File: src/rtl/seg_xlate_pkg.sv
package seg_xlate_pkg;
  localparam int SEL_W  = 16;
  localparam int TAG_W  = 14;  // selector bits [15:2]: index and table bit
  localparam int BASE_W = 32;
  localparam int LIM_W  = 20;
  localparam int PAGE_SH = 12;

  typedef struct packed {
    logic [BASE_W-1:0] base;
    logic [LIM_W-1:0]  limit;
    logic              gran;
    logic              code;
    logic              wr_ok;
  } seg_desc_t;

  typedef enum logic [1:0] {
    FLT_NONE  = 2'd0,
    FLT_MISS  = 2'd1,
    FLT_LIMIT = 2'd2,
    FLT_PROT  = 2'd3
  } flt_e;
endpackage

File: src/rtl/seg_desc_cache.sv
module seg_desc_cache
  import seg_xlate_pkg::*;
#(
  parameter int NUM_SLOTS = 6,
  parameter int SLOT_W    = 3
) (
  input  logic              clk_i,
  input  logic              rst_ni,
  input  logic              ld_en_i,
  input  logic [SLOT_W-1:0] ld_slot_i,
  input  logic [TAG_W-1:0]  ld_tag_i,
  input  seg_desc_t         ld_desc_i,
  input  logic [SLOT_W-1:0] rd_slot_i,
  input  logic [TAG_W-1:0]  rd_tag_i,
  output logic              hit_o,
  output seg_desc_t         desc_o
);
  logic [NUM_SLOTS-1:0] slot_vld;
  logic [TAG_W-1:0]     slot_tag  [NUM_SLOTS];
  seg_desc_t            slot_desc [NUM_SLOTS];

  for (genvar g = 0; g < NUM_SLOTS; g++) begin : g_slot
    logic             v_q;
    logic [TAG_W-1:0] t_q;
    seg_desc_t        d_q;
    logic             we;

    assign we = ld_en_i && (ld_slot_i == SLOT_W'(g));

    always_ff @(posedge clk_i or negedge rst_ni) begin
      if (!rst_ni) begin
        v_q <= 1'b0;
        t_q <= '0;
        d_q <= '0;
      end else if (we) begin
        v_q <= 1'b1;
        t_q <= ld_tag_i;
        d_q <= ld_desc_i;
      end
    end

    assign slot_vld[g]  = v_q;
    assign slot_tag[g]  = t_q;
    assign slot_desc[g] = d_q;
  end

  // out-of-range slot numbers fall through as a miss
  always_comb begin
    hit_o  = 1'b0;
    desc_o = '0;
    for (int i = 0; i < NUM_SLOTS; i++) begin
      if (rd_slot_i == SLOT_W'(i)) begin
        hit_o  = slot_vld[i] && (slot_tag[i] == rd_tag_i);
        desc_o = slot_desc[i];
      end
    end
  end
endmodule

File: src/rtl/seg_limit_chk.sv
module seg_limit_chk
  import seg_xlate_pkg::*;
(
  input  logic [BASE_W-1:0] offset_i,
  input  logic [LIM_W-1:0]  limit_i,
  input  logic              gran_i,
  output logic              over_o
);
  logic [BASE_W-1:0] eff_lim;

  always_comb begin
    if (gran_i) eff_lim = {limit_i, {PAGE_SH{1'b1}}};
    else        eff_lim = {{(BASE_W-LIM_W){1'b0}}, limit_i};
    over_o = offset_i > eff_lim;
  end
endmodule

File: src/rtl/seg_access_chk.sv
module seg_access_chk (
  input  logic code_i,
  input  logic wr_ok_i,
  input  logic wr_i,
  output logic viol_o
);
  assign viol_o = wr_i && (code_i || !wr_ok_i);
endmodule

File: src/rtl/seg_xlate_top.sv
module seg_xlate_top
  import seg_xlate_pkg::*;
#(
  parameter int NUM_SLOTS = 6,
  localparam int SlotW = (NUM_SLOTS > 1) ? $clog2(NUM_SLOTS) : 1
) (
  input  logic             clk_i,
  input  logic             rst_ni,
  input  logic             ld_en_i,
  input  logic [SlotW-1:0] ld_slot_i,
  input  logic [15:0]      ld_sel_i,
  input  logic [31:0]      ld_base_i,
  input  logic [19:0]      ld_limit_i,
  input  logic             ld_gran_i,
  input  logic             ld_code_i,
  input  logic             ld_wr_ok_i,
  input  logic             req_i,
  input  logic             prot_mode_i,
  input  logic [SlotW-1:0] slot_i,
  input  logic [15:0]      sel_i,
  input  logic [31:0]      offset_i,
  input  logic             wr_i,
  output logic             vld_o,
  output logic [31:0]      lin_addr_o,
  output logic             fault_o,
  output logic [1:0]       fault_code_o
);
  localparam int RealW = SEL_W + 4;

  seg_desc_t ld_desc, hit_desc;
  logic      hit, over, viol;

  assign ld_desc = '{base: ld_base_i, limit: ld_limit_i, gran: ld_gran_i,
                     code: ld_code_i, wr_ok: ld_wr_ok_i};

  seg_desc_cache #(.NUM_SLOTS(NUM_SLOTS), .SLOT_W(SlotW)) u_cache (
    .clk_i     (clk_i),
    .rst_ni    (rst_ni),
    .ld_en_i   (ld_en_i),
    .ld_slot_i (ld_slot_i),
    .ld_tag_i  (ld_sel_i[SEL_W-1:2]),
    .ld_desc_i (ld_desc),
    .rd_slot_i (slot_i),
    .rd_tag_i  (sel_i[SEL_W-1:2]),
    .hit_o     (hit),
    .desc_o    (hit_desc)
  );

  seg_limit_chk u_lim (
    .offset_i (offset_i),
    .limit_i  (hit_desc.limit),
    .gran_i   (hit_desc.gran),
    .over_o   (over)
  );

  seg_access_chk u_acc (
    .code_i  (hit_desc.code),
    .wr_ok_i (hit_desc.wr_ok),
    .wr_i    (wr_i),
    .viol_o  (viol)
  );

  logic [RealW-1:0]  real_sum;
  logic [BASE_W-1:0] prot_sum, nxt_addr;
  flt_e              nxt_flt;

  always_comb begin
    real_sum = {sel_i, 4'h0} + {4'h0, offset_i[SEL_W-1:0]};
    prot_sum = hit_desc.base + offset_i;
    if (!prot_mode_i) nxt_flt = FLT_NONE;
    else if (!hit)    nxt_flt = FLT_MISS;
    else if (over)    nxt_flt = FLT_LIMIT;
    else if (viol)    nxt_flt = FLT_PROT;
    else              nxt_flt = FLT_NONE;
    if (nxt_flt != FLT_NONE) nxt_addr = '0;
    else if (prot_mode_i)    nxt_addr = prot_sum;
    else                     nxt_addr = {{(BASE_W-RealW){1'b0}}, real_sum};
  end

  logic              vld_q;
  logic [BASE_W-1:0] addr_q;
  flt_e              flt_q;

  always_ff @(posedge clk_i or negedge rst_ni) begin
    if (!rst_ni) begin
      vld_q  <= 1'b0;
      addr_q <= '0;
      flt_q  <= FLT_NONE;
    end else begin
      vld_q <= req_i;
      if (req_i) begin
        addr_q <= nxt_addr;
        flt_q  <= nxt_flt;
      end
    end
  end

  assign vld_o        = vld_q;
  assign lin_addr_o   = addr_q;
  assign fault_code_o = flt_q;
  assign fault_o      = (flt_q != FLT_NONE);
endmodule

File: config.mk
export PLATFORM = sky130hd
export DESIGN_NAME = seg_xlate_top
export DESIGN_NICKNAME = d
export VERILOG_FILES = /design/src/rtl/seg_xlate_pkg.sv /design/src/rtl/seg_desc_cache.sv /design/src/rtl/seg_limit_chk.sv /design/src/rtl/seg_access_chk.sv /design/src/rtl/seg_xlate_top.sv
export SDC_FILE = /design/constraint.sdc
export NUM_CORES = 1
export LEC_CHECK = 0
export ABC_AREA = 1
export CELL_PAD_IN_SITES_DETAIL_PLACEMENT = 1
export CELL_PAD_IN_SITES_GLOBAL_PLACEMENT = 1
export CORE_AREA = 2 2 216 218
export CTS_BUF_LIST = sky130_fd_sc_hd__clkbuf_4 sky130_fd_sc_hd__clkbuf_8 sky130_fd_sc_hd__clkbuf_16
export CTS_CLUSTER_DIAMETER = 150
export DETAILED_ROUTE_END_ITERATION = 6
export DIE_AREA = 0 0 218 220
export DONT_BUFFER_PORTS = 1
export GPL_ROUTABILITY_DRIVEN = 0
export PLACE_DENSITY = 0.84
export SLEW_MARGIN = 20
export SYNTH_ARGS = -nofsm -noshare
export SYNTH_HDL_FRONTEND = slang
export SYNTH_SLANG_ARGS = --single-unit
File: constraint.sdc
create_clock -name clk_i -period 7.8 [get_ports clk_i]
set_input_delay 1.56 -clock clk_i [delete_from_list [all_inputs] [get_ports clk_i]]
set_output_delay 1.56 -clock clk_i [all_outputs]
set_load 0.02 [all_outputs]
## Word-level counts from Yosys, hierarchy flattened

Index checks and enable logic that the tools add are counted.

| word-level totals | value |
|---|---|
| bits in registers | 455 |
| bits of input ports | 131 |
| output and inout bits | 36 |
| logic and storage cells | 102 |

| operators by class | value |
|---|---|
| $add $sub $neg | 2 |
| $lt $le $gt $ge | 1 |
| equal/unequal tests | 16 |
| multiplexer cells | 19 |
| reduce and logical (&&, ||, !) cells | 19 |

Operators by type and width:

| operator | count |
|---|---|
| 55-bit 2-to-1 mux | 6 |
| 32-bit 2-to-1 mux | 3 |
| 14-bit == test | 6 |
| 32-bit adder | 1 |
| 32-bit greater-than comparator | 1 |
| 20-bit by 16-bit adder with 20-bit output | 1 |
| 1-bit logical AND | 13 |
| 3-bit by 2-bit == test with 1-bit output (second input constant) | 4 |
| 3-bit == test (second input constant) | 4 |
| 2-bit 2-to-1 mux | 4 |
| 3-bit by 1-bit == test with 1-bit output (second input constant) | 2 |
| 3-bit zero test | 2 |
| 1-bit 2-to-1 mux | 6 |
| 2-bit nonzero test | 2 |
| 1-bit zero test | 1 |
| 1-bit logical OR | 1 |

## Logic depth before layout (Yosys ltp)

Gate-level depths: netlist (run 1).

| logic depth | value |
|---|---|
| depth after elaboration | 16 |
| depth in mapped cells | 31 |
| depth with buffers taken out | 28 |

## Modules after synthesis

Synthesis (run 1) repeated with hierarchy kept, for this count alone.

| second synthesis, totals | value |
|---|---|
| cells, all modules | 3191 |
| area total of the unflattened synthesis | 24815.0 µm² |

Modules (own cells, without submodules):

| module | instances | cells each | area each (µm²) | sequential area each (µm²) |
|---|---|---|---|---|
| seg_desc_cache | 1 | 2216 | 19093.3 | 10510.1 |
| seg_xlate_top | 1 | 821 | 4739.5 | 875.8 |
| seg_limit_chk | 1 | 151 | 965.9 | 0.0 |
| seg_access_chk | 1 | 3 | 16.3 | 0.0 |

## Worst setup path after synthesis (run 1)

Ideal clock, no wire load.

| timing | value |
|---|---|
| path kind | input port to flip-flop |
| start point | input port slot_i[1] |
| end point | register addr_q[30] (netlist: lin_addr_o[30]) |
| library setup time | 66 ps |
| data arrival time | 4724 ps |
| data required time | 7734 ps |
| path slack | 3011 ps |
| stages | 23 |
| buffers on the path | 3 |
| cells stage by stage | clkbuf_2 > nand2_1 > nor2_2 > clkbuf_1 > clkbuf_1 > a22oi_1 > a31oi_1 > ha_1 > inv_1 > fa_1 > inv_1 > nand2_1 > nand2_1 > o21ai_0 > o21ai_0 > nand3_1 > nand2_1 > nand3_1 > nand2_1 > nand2_1 > nand2_1 > nand4_1 > nand2_1 |

| on the way | value |
|---|---|
| word-level cells in the longest chain between the ends | 16 |
| elaborated cells on any way between the ends | 31 |
| those cells by class | add/sub: 1; order compare: 1; eq/ne: 5; mux: 19; reduce/logical: 5 |

RTL lines:

| element | RTL line | RTL |
|---|---|---|
| start: declaration | seg_xlate_top.sv:19 | `input logic [SlotW-1:0] slot_i,` |
| parallel branches: the longest is 15 deep, another holds 32-bit greater-than comparator | n/a |  |
| 32-bit 2-to-1 mux * | seg_xlate_top.sv:75 | `if (nxt_flt != FLT_NONE) nxt_addr = '0;` |
| end signal: assignment | seg_xlate_top.sv:92 | `addr_q <= nxt_addr;` |
| end: declaration | seg_xlate_top.sv:81 | `logic [BASE_W-1:0] addr_q;` |

Every way passes the cells marked *.
A chain may end at the register's enable or synchronous reset.

## Final worst setup path (run 1)

| timing | value |
|---|---|
| start point | input port slot_i[2] |
| end point | register addr_q[2] (netlist: lin_addr_o[2]) |

The elaborated chain is that of the path after synthesis.

==> impl_metrics.csv, run 1 <==
group,metric,value,unit
run_status,status,"finished, violations left",
run_status,violations,"max-slew violations",
global_routing,antenna_found_initial,4,
timing,finalClockSkew,0.0221,ns
global_routing,grt_max_degree,456,
pwr,p_leak,12.6,nW
place,io_buffer_count,0,
timing,drv_slew,249,
finish,fin_nets,3106,
timing,grt_setup_unrepaired,"no",
route,wl_per_cell,22.3,µm
clock_network,clk_path_buf_depth,3,
worst_setup_path,slowest_delay,0.72,ns
timing,hold_viol_final,0,
floorplan,num_io_pins,167,
worst_setup_path,regToRegStartpoint,"u_cache.g_slot[3].d_q[2]",
min_path,worstHoldStart,"u_cache.g_slot[4].v_q",
clock_network,root_buffer,"clkbuf_16",
clock_network,cts_resized,0,
clock_network,cts_setup_buffers,0,
worst_setup_path,crit_path_frequent_cell,"nand2_1",
timing,slew-limit-headroom,-14.2,%
pwr,peakVddDrop,0.160,mV
clock_network,tritoncts.num_buffers,49,
pwr,power_density,267,nW/µm²
floorplan,design.core.area,45900,µm²
finish,area_growth_syn_to_layout,8.56,%
floorplan,die_w,218,µm
worst_setup_path,startpoint,"slot_i[2]",
worst_setup_path,reg2regPathDepth,18,
logic_synthesis,synth.avg_cell_area,7.85,µm²
logic_synthesis,synthCells,2983,
route,via_count,21100,
logic_synthesis,synth-main-ff-cell,"dfrtp_1",
finish,stdcell_area,25400,µm²
route,drtAntennaViolNets,0,
worst_setup_path,crit_path_end_kind,"register",
route,routed_wl,79.2,mm
logic_synthesis,ys_ff_latch,455,
logic_synthesis,syn_nets,3191,
floorplan,start_util,51.0,%
logic_synthesis,synthArstFlopShare,100,%
finish,area.sequential,11400,µm²
timing,setup_viol,0,
place,hpwl,52.9,mm
global_routing,grt_pass1_vias,22100,
worst_setup_path,critPathSlowestCell,"nand2_1",
floorplan,dieHeight,220,µm
route,drcViolationCount,0,
global_routing,grt_remaining_overflow,0,
finish,drive_above_1_share,4.46,%
finish,nFillCells,5631,
place,place_area,23700,µm²
worst_setup_path,worstSetupStartpointType,"primary input",
clock_network,cts.sinks,455,
timing,timing.fmax,168,MHz
worst_setup_path,critPathKind,"primary input to register",
floorplan,dieArea,48000,µm²
timing,worstMarginPinSlew,1.71,ns
logic_synthesis,synth_edf_count,0,
route,drt_iter0_drc,1829,
timing,fin_setup_tns,0,ns
clock_network,clk_pin_slew,0.06,ns
clock_network,insertion_delay,0.61,ns
min_path,hold_path.class,"register to register",
global_routing,grtUsageTotal,33.2,%
logic_synthesis,syn_area,23400,µm²
timing,fin_crit_sh,76.3,%
floorplan,core.rowCount,79,
clock_network,h-tree-depth,2,
clock_network,ctsHoldBuffers,0,
route,drt_first_pass_iters,5,
worst_setup_path,critPathRequiredTime,8.29,ns
finish,multi_input_area,10600,µm²
route,viasPerCell,5.96,
worst_setup_path,crit_fanout,36,
run,max-cap-violations,0,
timing,finalCriticalPeriod,5.95,ns
logic_synthesis,ys_types,44,
global_routing,grt_first_pass_wirelength,124,mm
worst_setup_path,arrival,6.44,ns
logic_synthesis,yosysWarnings,0,
clock_network,cts_tree,"built",
worst_setup_path,cp_cell_sequence,"inv_2, nand3_1, inv_2, buf_4, a22o_1, a21oi_1, nand4_1, mux2i_1, ha_1, nand4_1, nor4_1, nand2_1, nand2_1, nand2_1, nand2_1, nand3_1, nand2_1, inv_1, nand2_1, nand2_1",
min_path,whs_path_depth,2,
logic_synthesis,synth_seq_area_share,48.6,%
==> kinds of logic after synthesis <==
| group | count (synthesis) | share of synthesized area (%) |
|---|---|---|
| adders and majority gates | 77 | 4.18 |
| xor gates and xnor gates | 26 | 0.973 |
| muxes | 3 | 0.128 |
| DFF | 455 | 48.6 |
| AOI/OAI and AO/OA | 774 | 18.3 |
| buffers and inverters | 391 | 6.38 |
| and+or+nand+nor | 1257 | 21.4 |
==> power breakdown <==
part | leakage (nW) | internal, W | switching, W | total, W
sequential | 5.72 | 0.00279 | 0.000303 | 0.00309
clock | 0.844 | 0.00141 | 0.000988 | 0.00239
combinational | 6.02 | 0.000453 | 0.000846 | 0.00130
total | 12.6 | 0.00465 | 0.00214 | 0.00678
==> state kept, by name (all words and copies together) (netlist names) <==
register / cells
fault_code_o: 2
lin_addr_o: 32
u_cache.g_slot.d_q: 330
u_cache.g_slot.t_q: 84
u_cache.g_slot.v_q: 6
vld_o: 1
==> final cells by class <==
class,instances,share of cell area (%)
Multi-Input combinational cell,2137,41.7
Timing Repair Buffer,12,0.369
Clock buffer,77,5.97
Clock inverter,13,0.571
Tap cell,607,2.99
Antenna cell,3,0.0295
Inverter,243,3.59
Sequential cell,455,44.8
==> cells in the mapped netlist (all sizes together), types with 3 or more instances <==
library cell / count / area, µm²
o211ai: 10 / 75.1
clkbuf: 124 / 468
nand2: 946 / 3550
nor3: 12 / 82.6
dfrtp: 455 / 11400
xor2: 15 / 131
a31oi: 16 / 100
nand3b: 3 / 22.5
a221oi: 21 / 184
o21bai: 4 / 30.0
a21oi: 116 / 581
nor2: 162 / 611
nand4: 48 / 300
a22o: 15 / 131
ha: 75 / 938
a22oi: 53 / 398
xnor2: 11 / 96.3
or2: 6 / 37.5
a21o: 6 / 45.0
o22ai: 5 / 31.3
o21ai: 514 / 2590
inv: 241 / 905
mux2i: 3 / 30.0
o21a: 6 / 45.0
nor4: 5 / 31.3
nand3: 73 / 365
buf: 24 / 114
a21boi: 3 / 22.5
==> cell usage in the layout (no fill, tap or decap), drive strengths merged, types with 15 or more instances in the layout <==
cell type  count
ha            75
xor2          15
nand2        946
a221oi        21
nor2         162
inv          243
nand4         48
a22o          15
dfrtp        455
nand3         73
a21oi        116
clkbuf        77
a31oi         16
a22oi         53
o21ai        514
==> routing by layer <==
layer	vias to the layer above	track usage, %	part of all wire [%]
li1	9689	-	-
met1	10600	42.1	42
met2	641	55.0	47
met3	192	6.80	6.4
met4	2	14.4	4.5
met5	-	0	0.020
==> worst paths after layout <==
path | end | slack (ns)
min in group asynchronous | u_cache.g_slot[1].t_q[5] | 0.66
worst min register to register | u_cache.g_slot[4].v_q | 0.46
worst max-delay path | lin_addr_o[2] | 1.85
max in group asynchronous | u_cache.g_slot[4].d_q[41] | 5.77
worst max register to register | lin_addr_o[2] | 3.41
worst min-delay path | u_cache.g_slot[4].v_q | 0.46
==> critical path: cells and delay by family <==
family,cells,cell delay [ns]
buf+inv,4,1.32
fa+ha+maj,1,0.35
compound gates,2,0.30
mux,1,0.14
simple gates,12,2.71
==> per-stage QoR <==
step | utilization [%] | cells | total power [W] | setup slack (ns) | hold WS, ns
after floorplan | - | 2983 | 0.00395 | 3.01 | 0.422
after global placement | 51.8 | 3454 | 0.00426 | 1.04 | 0.438
after detailed placement | 51.8 | 3454 | 0.00438 | 0.916 | 0.444
after CTS | 55.4 | 3544 | 0.00679 | 1.54 | 0.459
after global routing | 55.4 | 3546 | 0.00713 | 1.36 | 0.473
final | 55.4 | 3547 | 0.00678 | 1.85 | 0.456
(Power assumes the default switching activity.)
==> inputs of run 2 (changes only) <==
Settings changed: CORE_AREA 2 2 216 218 to 2 2 224 226, DIE_AREA 0 0 218 220 to 0 0 226 228, PLACE_DENSITY 0.84 to 0.79.
Clock period 7.8 ns to 5.7 ns, I/O delays scaled along.
==> impl_metrics.csv, run 2 (same netlist as run 1, synthesis figures left out) <==
group,metric,value,unit
finish,nFillCells,6070,
place,place_area,23900,µm²
timing,fin_setup_tns,0,ns
worst_setup_path,cp_cell_sequence,"inv_2, nand3_1, inv_2, buf_4, a22oi_1, a31oi_1, ha_1, nand2_1, nor2_1, inv_1, o21ai_0, nand3_1, nand3_1, nand2_1, nand2_1, nand4_1, nand2_1",
timing,fin_crit_sh,80.4,%
global_routing,grt_pass1_vias,21800,
clock_network,root_buffer,"clkbuf_16",
clock_network,insertion_delay,0.61,ns
floorplan,core.rowCount,82,
floorplan,dieHeight,228,µm
worst_setup_path,worstSetupStartpointType,"primary input",
timing,finalClockSkew,0.0263,ns
route,routed_wl,78.6,mm
timing,whs,0.234,ns
run,max-cap-violations,0,
route,drt_iter0_drc,1556,
finish,top_register,"u_cache.g_slot.d_q",
worst_setup_path,path_delay_family,"simple AND/OR/NAND/NOR gates",
finish,mostFrequentLayoutCell,"nand2_1",
timing,timing.fmax,218,MHz
global_routing,grt_first_pass_wirelength,123,mm
route,drtAntennaViolNets,0,
worst_setup_path,cp_num_buf_inv,4,
clock_network,clk_pin_slew,0.06,ns
global_routing,grtUsageTotal,30.7,%
clock_network,tritoncts.num_buffers,49,
finish,largest_reg_flops,330,
floorplan,dieArea,51500,µm²
timing,layout_setup_ws,1.12,ns
timing,setup_viol,0,
route,wl_per_cell,21.7,µm
worst_setup_path,crit_path_end_kind,"register",
place,hpwl,53.6,mm
worst_setup_path,arrival,5.12,ns
finish,area_growth_syn_to_layout,8.99,%
finish,drive_above_1_share,4.69,%
place,io_buffer_count,0,
worst_setup_path,crit_path_frequent_cell,"nand2_1",
clock_network,h-tree-depth,2,
timing,grt_setup_unrepaired,"no",
finish,stdcell_area,25500,µm²
clock_network,cts_setup_buffers,0,
clock_network,cts_tree,"built",
floorplan,num_io_pins,167,
floorplan,start_util,47.4,%
timing,drv_slew,0,
timing,finalCriticalPeriod,4.58,ns
finish,fin_nets,3118,
clock_network,cts_resized,0,
route,drt_first_pass_iters,5,
pwr,peakVddDrop,0.202,mV
pwr,p_leak,12.6,nW
pwr,power_density,359,nW/µm²
route,drcViolationCount,0,
timing,hold_viol_final,0,
finish,layout_common_cells,"nand2_1, o21ai_0, dfrtp_1, inv_1, nor2_1",
worst_setup_path,critPathSlowestCell,"a31oi_1",
global_routing,grt_remaining_overflow,0,
floorplan,die_w,226,µm
floorplan,design.core.area,49300,µm²
place,place_ws,0.590,ns
timing,worstMarginPinSlew,1.47,ns
worst_setup_path,critPathKind,"primary input to register",
clock_network,clk_path_buf_depth,3,
run_status,status,"completed",
worst_setup_path,critPathRequiredTime,6.24,ns
clock_network,cts.sinks,455,
worst_setup_path,slowest_delay,0.63,ns
worst_setup_path,crit_fanout,24,
global_routing,grt_max_degree,456,
min_path,hold_path.class,"primary input to asynchronous set/reset pin",
route,viasPerCell,5.78,
global_routing,antenna_found_initial,4,
clock_network,ctsHoldBuffers,0,
timing,slew-limit-headroom,1.98,%
route,via_count,20900,
run 2: cell types whose count changed in the layout (fill, tap and decap cells not counted), sizes merged:
cell	previous run	this run
clkinv	11	9
clkinvlp	0	1
diode	3	2
inv	243	245
buf	12	24
bufinv	2	1
clkbuf	77	73
run 2: final timing paths:
| path | from | depth (start not counted) | end | slack, ns |
|---|---|---|---|---|
| max reg2reg | u_cache.g_slot[3].d_q[7] | 17 | lin_addr_o[17] | 2.23 |
| min | rst_ni | 0 | u_cache.g_slot[4].t_q[4] | 0.23 |
| max | slot_i[2] | 17 | lin_addr_o[25] | 1.12 |
| min reg2reg | u_cache.g_slot[4].v_q | 2 | u_cache.g_slot[4].v_q | 0.46 |
| max in group asynchronous | rst_ni | 0 | u_cache.g_slot[1].d_q[40] | 4.28 |
| min in group clk_i | u_cache.g_slot[4].v_q | 2 | u_cache.g_slot[4].v_q | 0.46 |
run 2: worst reg2reg max path, delay by kind of cell (launching register included):
kind,cells,cell delay (ns)
buffers and inverters,1,0.16
adder cells (fa/ha/maj),1,0.15
AO/OA/AOI/OAI,3,0.89
AND/OR/NAND/NOR,12,1.81
flip-flops,1,0.38
run 2: stage by stage:
step,utilization [%],power (W),cells
floorplan,-,0.00541,2983
global placement,48.4,0.00585,3531
detailed placement,48.4,0.00599,3531
CTS,51.7,0.00921,3617
global route,51.7,0.00966,3619
finish,51.7,0.00917,3619
run 2: routing by layer:
layer	vias to the layer above	track usage, %	share of wire [%]
li1	9714	-	-
met1	10500	40.7	44
met2	544	50.8	48
met3	140	5.02	5.4
met4	4	10.8	3.4
met5	-	0	0.037
run 2: cell type report:
cell class	instances	area (µm²)	area share [%]
flip-flops and latches	455	11400	44.6
multi-input cells	2137	10600	41.5
clock buffers	73	1470	5.76
inverters	243	912	3.58
well taps	672	841	3.30
repair buffers	24	180	0.706
clock inverters	13	123	0.481
diodes	2	5.00	0.0196
run 2: where the power goes:
part           total, W  internal (W)  switching (W)
combinational   0.00176      0.000623        0.00114
clock           0.00319       0.00183        0.00136
sequential      0.00422       0.00382       0.000401
